===== config.mk =====
export PLATFORM = sky130hd
export DESIGN_NAME = lbs_seq
export DESIGN_NICKNAME = d
export VERILOG_FILES = /design/src/rtl/lbs_pkg.sv /design/src/rtl/lbs_offset.sv /design/src/rtl/lbs_target.sv /design/src/rtl/lbs_outreg.sv /design/src/rtl/lbs_seq.sv
export SDC_FILE = /design/constraint.sdc
export NUM_CORES = 1
export LEC_CHECK = 0
export BUFFER_PORTS_ARGS = -buffer_cell sky130_fd_sc_hd__buf_2
export CAP_MARGIN = 25
export CORE_AREA = 2 2 120 122
export DETAILED_ROUTE_END_ITERATION = 8
export DIE_AREA = 0 0 122 124
export PLACE_DENSITY = 0.7
export SLEW_MARGIN = 20
export SYNTH_ARGS = -nofsm -noshare
export SYNTH_HDL_FRONTEND = slang
export SYNTH_SLANG_ARGS = --single-unit

===== constraint.sdc =====
create_clock -name clk -period 3.9 [get_ports clk]
set_input_delay 0.195 -clock clk [delete_from_list [all_inputs] [get_ports clk]]
set_output_delay 0.195 -clock clk [all_outputs]
set_load 0.1 [all_outputs]

===== src/rtl/lbs_pkg.sv =====
// Package: shared request classes for the long call sequencer.
// Assumes the class arrives already decoded on a 2-bit field.
package lbs_pkg;
    typedef enum logic [1:0] {
        LBS_NONE   = 2'b00,
        LBS_UPPER  = 2'b01,
        LBS_KEEP   = 2'b10,
        LBS_SWITCH = 2'b11
    } lbs_kind_e;
endpackage


===== src/rtl/lbs_offset.sv =====
// Module: turns the halfword offset field into the two addends.
// Upper addend: the field doubled, sign-extended, then shifted by OFF_W more bits.
// Finish addend: the field doubled and zero-extended.
// Assumes ADDR_W > OFF_W + 1.
module lbs_offset #(
    parameter int ADDR_W = 32,
    parameter int OFF_W  = 11
) (
    input  logic [OFF_W-1:0]  field,
    output logic [ADDR_W-1:0] upper_add,
    output logic [ADDR_W-1:0] finish_add
);
    localparam int DBL_W = OFF_W + 1;
    localparam int PAD_W = ADDR_W - DBL_W;

    logic [DBL_W-1:0]  dbl;
    logic [ADDR_W-1:0] dbl_sext;

    // Double the field and extend it both ways.
    always_comb begin
        dbl        = {field, 1'b0};
        dbl_sext   = {{PAD_W{dbl[DBL_W-1]}}, dbl};
        upper_add  = dbl_sext << OFF_W;
        finish_add = {{PAD_W{1'b0}}, dbl};
    end
endmodule


===== src/rtl/lbs_target.sv =====
// Module: forms the finish target from the parked link value.
// Keep form: clear bit 0, add 2. Switch form: clear bits 1:0, add 4.
// Assumes link_in is the value before any return-address write.
module lbs_target #(
    parameter int ADDR_W = 32
) (
    input  logic [ADDR_W-1:0] link_in,
    input  logic [ADDR_W-1:0] add_in,
    input  logic              word_mode,
    output logic [ADDR_W-1:0] target
);
    localparam logic [ADDR_W-1:0] STEP_HALF = ADDR_W'(2);
    localparam logic [ADDR_W-1:0] STEP_WORD = ADDR_W'(4);

    logic [ADDR_W-1:0] sum;

    // Add the offset, align for the destination state, apply the step.
    always_comb begin
        sum = link_in + add_in;
        if (word_mode) begin
            target = {sum[ADDR_W-1:2], 2'b00} + STEP_WORD;
        end else begin
            target = {sum[ADDR_W-1:1], 1'b0} + STEP_HALF;
        end
    end
endmodule


===== src/rtl/lbs_outreg.sv =====
// Module: one register stage with synchronous active-low clear.
// Assumes the whole result bundle moves together.
module lbs_outreg #(
    parameter int W = 8
) (
    input  logic         clk,
    input  logic         rst_n,
    input  logic [W-1:0] d,
    output logic [W-1:0] q
);
    // Capture the bundle, or clear it in reset.
    always_ff @(posedge clk) begin
        if (!rst_n) begin
            q <= '0;
        end else begin
            q <= d;
        end
    end
endmodule


===== src/rtl/lbs_seq.sv =====
// Module: two-part long call sequencer, top level.
// Each halfword is a separate one-cycle request; no state is held
// between the parts, the partial target comes back on in_link.
// Results leave one cycle after the sampling edge. Data outputs are
// zero in cycles without a write.
module lbs_seq #(
    parameter int ADDR_W = 32,
    parameter int OFF_W  = 11
) (
    input  logic              clk,
    input  logic              rst_n,
    input  logic              in_valid,
    input  logic [1:0]        in_kind,
    input  logic [OFF_W-1:0]  in_field,
    input  logic [ADDR_W-1:0] in_pc,
    input  logic [ADDR_W-1:0] in_link,
    input  logic              in_switch_ok,
    output logic              lr_we,
    output logic [ADDR_W-1:0] lr_wdata,
    output logic              pc_we,
    output logic [ADDR_W-1:0] pc_wdata,
    output logic              state_clr
);
    import lbs_pkg::*;

    localparam int                BUNDLE_W = 3 + 2 * ADDR_W;
    localparam logic [ADDR_W-1:0] RET_STEP = ADDR_W'(1);

    lbs_kind_e         kind;
    logic [ADDR_W-1:0] upper_add;
    logic [ADDR_W-1:0] finish_add;
    logic [ADDR_W-1:0] finish_pc;
    logic              lr_we_d;
    logic              pc_we_d;
    logic              clr_d;
    logic [ADDR_W-1:0] lr_d;
    logic [ADDR_W-1:0] pc_d;
    logic [BUNDLE_W-1:0] bundle_d;
    logic [BUNDLE_W-1:0] bundle_q;

    // Name the request class.
    always_comb kind = lbs_kind_e'(in_kind);

    lbs_offset #(.ADDR_W(ADDR_W), .OFF_W(OFF_W)) u_offset (
        .field      (in_field),
        .upper_add  (upper_add),
        .finish_add (finish_add)
    );

    lbs_target #(.ADDR_W(ADDR_W)) u_target (
        .link_in   (in_link),
        .add_in    (finish_add),
        .word_mode (kind == LBS_SWITCH),
        .target    (finish_pc)
    );

    // Choose the writes for this request.
    always_comb begin
        lr_we_d = 1'b0;
        pc_we_d = 1'b0;
        clr_d   = 1'b0;
        lr_d    = '0;
        pc_d    = '0;
        if (in_valid) begin
            unique case (kind)
                LBS_UPPER: begin
                    lr_we_d = 1'b1;
                    lr_d    = in_pc + upper_add;
                end
                LBS_KEEP: begin
                    lr_we_d = 1'b1;
                    lr_d    = in_pc - RET_STEP;
                    pc_we_d = 1'b1;
                    pc_d    = finish_pc;
                end
                LBS_SWITCH: begin
                    if (in_switch_ok) begin
                        lr_we_d = 1'b1;
                        lr_d    = in_pc - RET_STEP;
                        pc_we_d = 1'b1;
                        pc_d    = finish_pc;
                        clr_d   = 1'b1;
                    end
                end
                default: begin
                    lr_we_d = 1'b0;
                end
            endcase
        end
    end

    // Pack the results for the register stage.
    always_comb bundle_d = {lr_we_d, pc_we_d, clr_d, lr_d, pc_d};

    lbs_outreg #(.W(BUNDLE_W)) u_outreg (
        .clk   (clk),
        .rst_n (rst_n),
        .d     (bundle_d),
        .q     (bundle_q)
    );

    // Unpack the registered results onto the ports.
    always_comb begin
        lr_we     = bundle_q[BUNDLE_W-1];
        pc_we     = bundle_q[BUNDLE_W-2];
        state_clr = bundle_q[BUNDLE_W-3];
        lr_wdata  = bundle_q[2*ADDR_W-1:ADDR_W];
        pc_wdata  = bundle_q[ADDR_W-1:0];
    end
endmodule


==> results of run 1 <==
==> power by group through the flow <==
stage               Combinational (mW)  Clock [mW]  Sequential [mW]
global route                     0.783       0.824            0.704
global placement                 0.702           0            0.717
floorplan                        0.394           0            0.877
CTS                              0.715       0.801            0.702
detailed placement               0.710           0            0.717
finish                           0.714       0.774            0.702
==> path summary, 6_finish.rpt <==
path   startpoint                        end  slack [ns]  depth (start not counted)
max   in_field[0]  u_outreg.q[31]$_SDFF_PN0_        0.84                         12
min      in_pc[4]  u_outreg.q[36]$_SDFF_PN0_         0.1                          2
==> through the flow <==
stage               instances  hold WS (ns)  utilization [%]
global placement          945        0.4471            44.69
floorplan                 637        0.2916                -
CTS                       960       0.08903            46.74
detailed placement        946        0.4551            44.74
finish                    961       0.09784            46.76
global route              961        0.1043            46.76
==> layer usage <==
layer / part of all wire, % / GRT usage [%] / vias to the layer above
met5: 0 / 0 / -
met4: 1.9 / 6.322 / 0
met3: 4.4 / 3.205 / 18
met2: 50 / 32.19 / 115
met1: 44 / 22.72 / 2250
li1: - / - / 2590
==> final cells by class <==
class,instances,area [um2]
fill,1414,7305
multi-input combinational,525,3731
sequential,66,1321
timing repair buffer,151,770.7
clock buffer,10,229.0
tap,180,225.2
inverter,24,90.09
clock inverter,4,45.04
antenna,1,2.502
==> cells by family (layout without fill, tap and decap cells) <==
| logic type | after synthesis | in the layout |
|---|---|---|
| fa+ha+maj | 39 | 39 |
| buf+inv | 46 | 189 |
| compound gates | 155 | 155 |
| xor+xnor | 77 | 77 |
| simple gates | 250 | 250 |
| other cells | 1 | 2 |
| mux | 3 | 3 |
| flops | 66 | 66 |
==> placed cells by master (no fill, tap or decap), types with 9 or more instances in the layout <==
| master | instances |
|---|---|
| dfxtp_1 | 66 |
| xor2_1 | 36 |
| nor3_1 | 27 |
| o21ai_0 | 19 |
| clkbuf_16 | 9 |
| xnor2_1 | 40 |
| nand2_1 | 42 |
| o22ai_1 | 11 |
| ha_1 | 37 |
| a21o_1 | 12 |
| nand4_1 | 12 |
| nand3_1 | 17 |
| inv_1 | 24 |
| a21oi_1 | 50 |
| buf_2 | 145 |
| nor2_1 | 73 |
==> results.ini, run 1 <==
[die]
num_rows = 43
dieHeight_um = 124
die_w_um = 122
start_util_pct = 38.50
io_pins = 148
core_um2 = 13720
die-area_um2 = 15130

[run]
cap_violations = 0

[sta]
hold_viol_final = 0
rsz0062_at_grt = false
max_slew_margin_pct = 60.46
slew_violations = 0
period_minus_slack_ns = 3.055
fin_crit_sh_pct = 78.34
setup_ws_ns = 0.8447
final.setup.tns_ns = 0
setup-violations-final = 0
tightestPinTransition_ns = 0.5915
clock.fmax_mhz = 327.3

[detailed_routing]
dr.pass1.iters = 4
wire_per_inst_um = 14.25
drt_iter0_drc = 215
ant_nets = 0
num_vias = 4973
routed_wl_mm = 13.69
avgViaCountPerCell = 5.175
drc = 0

[global_routing]
grt_max_degree = 24
grt_usage_pct = 18.37
antenna_found_initial = 1
grt_pass1_wl_mm = 21.89
grt_pass1_vias = 4550
grt-ovfl-total = 0

[cts]
cts_setup_buffers = 0
cts-resized-gates = 0
root_buffer = clkbuf_16
htree_levels = 3
cts_sinks = 66
cts_buffers = 9
clkSlewWorstSetupHoldPaths_ns = 0.06
cts_tree = yes
clockBufferDepth = 2
ctsHoldBuffers = 0

[synthesis]
synth-main-ff-cell = dfxtp_1
syn_avg_cell_area_um2 = 8.293
synth-xor-area-share_pct = 12.91
yosysUniqueCellTypes = 84
yosysSeqAreaShare_pct = 25.01
synthArstFlopShare_pct = 0
synth_fa_ha_area_share_pct = 9.522
synth_area_leaders = dfxtp_1 (25%), ha_1 (8.8%), xnor2_1 (6.6%)
yosys.area_share.simple_pct = 26.53
synth_edf_count = 0
yosys.cell_count.top_type = nor2_1
synthTopCellsByCount = nor2_1 (73), dfxtp_1 (66), a21oi_1 (50), nand2_1 (42), xnor2_1 (40)
synth_compound_area_share_pct = 21.01
ys_ff_latch = 66
synth_top_area_share_pct = 25.01
syn-instance-count = 637
yosys.area.top_type = dfxtp_1
synth_area_um2 = 5283
synth_top_family_by_area = simple AND/OR/NAND/NOR gates
syn-num-nets = 757
synth_warnings = 0
muxShareOfSynthArea_pct = 0.5921

[pwr]
combPwrFrac_pct = 32.6
power_density_nw_per_um2 = 341.5
power.total_mw = 2.191
pwr-share-clk_pct = 35.3
p_leak_nw = 2.789
p_sw_uw = 780.6
p_sw_share_pct = 35.63
power_frac_seq_pct = 32.0
p_int_mw = 1.410
peakVddDrop_uv = 200.3

[worst_setup_path]
setup.worst_path.start_class = input pin
crit_type = in -> reg
cp_max_fo = 9
path_cells = buf_2 -> ha_1 -> fa_1 -> a21oi_1 -> o21bai_1 -> xor2_1 -> nand4_1 -> nor4_2 -> nand4_4 -> nor4b_2 -> and4_1 -> nor3_2
cp.required_ns = 4.13
crit_path_end_kind = flip-flop
crit_buf_inv = 1
critPathTopFamily = simple AND/OR/NAND/NOR gates
slowest_delay_ns = 0.52
worstPathArrival_ns = 3.29
slowest_stage = nor4_2

[outcome]
status = completed

[layout]
area_growth_pct = 21.44
final_cell_area_um2 = 6415
drive_gt1_share_pct = 27.18
regMostFlops = u_outreg.q
nNetsFinal = 897
largest_reg_flops = 66
reg_top3 = u_outreg.q x66

[place]
placed_cell_area_um2 = 6138
io_buffers = 145
dp_slack_ns = 0.4574
detailed_place_hpwl_mm = 10.91
gp_congestion = 0.8251

[hold_path]
hp-class = in -> reg

No activity file was read; power rests on OpenSTA's default activity.
==> run 2: changes to the inputs <==
Clock period 3.9 ns to 2.95 ns, I/O delays scaled along.
==> results.ini, run 2 (synthesis results as in run 1) <==
[global_routing]
grt_usage_pct = 19.13  ; +0.76 points
grt-ovfl-total = 0  ; unchanged
grt_max_degree = 24  ; unchanged
antenna_found_initial = 2  ; +1
grt_pass1_wl_mm = 22.74  ; +3.9%
grt_pass1_vias = 4726  ; +3.9%

[detailed_routing]
avgViaCountPerCell = 5.113  ; -1.2%
wire_per_inst_um = 14.19  ; -0.43%
routed_wl_mm = 14.40  ; +5.2%
ant_nets = 0  ; unchanged
dr.pass1.iters = 4  ; unchanged
num_vias = 5190  ; +4.4%
drt_iter0_drc = 173  ; -20%
drc = 0  ; unchanged

[cts]
cts_buffers = 9  ; unchanged
cts_tree = yes
htree_levels = 3  ; unchanged
root_buffer = clkbuf_16
cts_setup_buffers = 0  ; unchanged
cts_sinks = 66  ; unchanged
clkSlewWorstSetupHoldPaths_ns = 0.05  ; about the same
clockBufferDepth = 2  ; unchanged

[worst_setup_path]
slowest_stage = fa_1
setup.worst_path.start_class = input pin
path_cells = buf_2 -> ha_1 -> fa_1 -> a21oi_2 -> o221ai_2 -> a31o_2 -> o211ai_1 -> xnor2_1 -> o2111ai_4 -> nor4b_4 -> and4_1 -> nor3_2
crit_path_end_kind = flip-flop
cp_max_fo = 7  ; -2
worstPathArrival_ns = 3.01  ; -0.28 ns
critPathTopFamily = compound AO/OA/AOI/OAI gates
cp.required_ns = 3.18  ; -0.95 ns
slowest_delay_ns = 0.41  ; -0.11 ns
crit_type = in -> reg
crit_buf_inv = 1  ; unchanged

[layout]
regMostFlops = u_outreg.q
final_common_cell = buf_2
final_cell_mix = buf_2 (145), nor2_1 (73), dfxtp_1 (66)
drive_gt1_share_pct = 32.29  ; +5.1 points
reg_top3 = u_outreg.q x66
nFillCells = 1377  ; -2.6%
nNetsFinal = 948  ; +5.7%
largest_reg_flops = 66  ; unchanged
area_growth_pct = 29.61
stdcell_count = 1015  ; +5.6%
final_cell_area_um2 = 6847  ; +6.7%

[sta]
whs_ns = 0.04927  ; -0.04858 ns
setup-violations-final = 0  ; unchanged
final.setup.tns_ns = 0  ; unchanged
fin_crit_sh_pct = 94.25
slew_violations = 0  ; unchanged
setup_ws_ns = 0.1697  ; -0.6750 ns
tightestPinTransition_ns = 0.5283  ; -0.06321 ns
rsz0062_at_grt = true
hold_viol_final = 0  ; unchanged
max_slew_margin_pct = 65.02  ; +4.6 points
clock.fmax_mhz = 359.7
period_minus_slack_ns = 2.780

[place]
placed_cell_area_um2 = 6514  ; +6.1%
gp_congestion = 0.8710  ; +5.6%
io_buffers = 145  ; unchanged
detailed_place_hpwl_mm = 11.32  ; +3.7%
placed_cells = 996  ; +5.3%
dp_slack_ns = -0.2466  ; -0.7040 ns

[pwr]
p_leak_nw = 3.050  ; +9.4%
power_density_nw_per_um2 = 428.7  ; +26%
peakVddDrop_uv = 226.2  ; +13%

[hold_path]
hp-class = in -> reg

[outcome]
status = completed

[run]
cap_violations = 0  ; unchanged

[die]
num_rows = 43  ; unchanged
dieHeight_um = 124  ; unchanged
die_w_um = 122  ; unchanged
core_um2 = 13720  ; unchanged
start_util_pct = 38.50  ; unchanged
die-area_um2 = 15130  ; unchanged
io_pins = 148  ; unchanged

==> run 2: path summary, 6_finish.rpt <==
check | startpoint | to | slack, ns | cells after the start
worst min-delay path | in_pc[4] | u_outreg.q[36]$_SDFF_PN0_ | 0.05 | 2
worst max-delay path | in_field[0] | u_outreg.q[31]$_SDFF_PN0_ | 0.17 | 12
==> run 2: timing repair <==
item | in CTS | in global routing
hold buffers | 0 | 0
setup endpoints to repair | 0 | 11
gates resized for setup | 0 | 8
==> run 2: report_power, final <==
part	internal (mW)	switching (mW)	leakage, nW	total, mW
logic	0.376	0.669	2.38	1.05
clock network	0.565	0.397	0.129	0.962
registers	0.921	0.00674	0.536	0.928
==> run 2: metrics by stage <==
stage / total power [mW] / utilization (%)
after CTS: 2.952 / 49.40
final: 2.935 / 49.90
after floorplan: 1.681 / -
after global placement: 1.964 / 47.48
after detailed placement: 1.974 / 47.48
after global routing: 3.107 / 49.90
==> run 2: cell type report <==
cell class,instances,area (um2),share of cell area (%)
repair buffers,201,1146,16.74
flip-flops and latches,66,1321,19.30
clock inverters,5,31.28,0.4569
clock buffers,11,232.7,3.399
inverters,24,90.09,1.316
multi-input cells,526,3795,55.43
diodes,2,5.005,0.07310
well taps,180,225.2,3.289
==> run 2: layer usage <==
metal | up-vias | global-route usage [%] | routed length (um)
met4 | 0 | 7.759 | 310
met3 | 20 | 3.526 | 476
met2 | 97 | 32.96 | 7204
li1 | 2693 | - | -
met1 | 2380 | 23.56 | 6410
met5 | - | 0 | 0
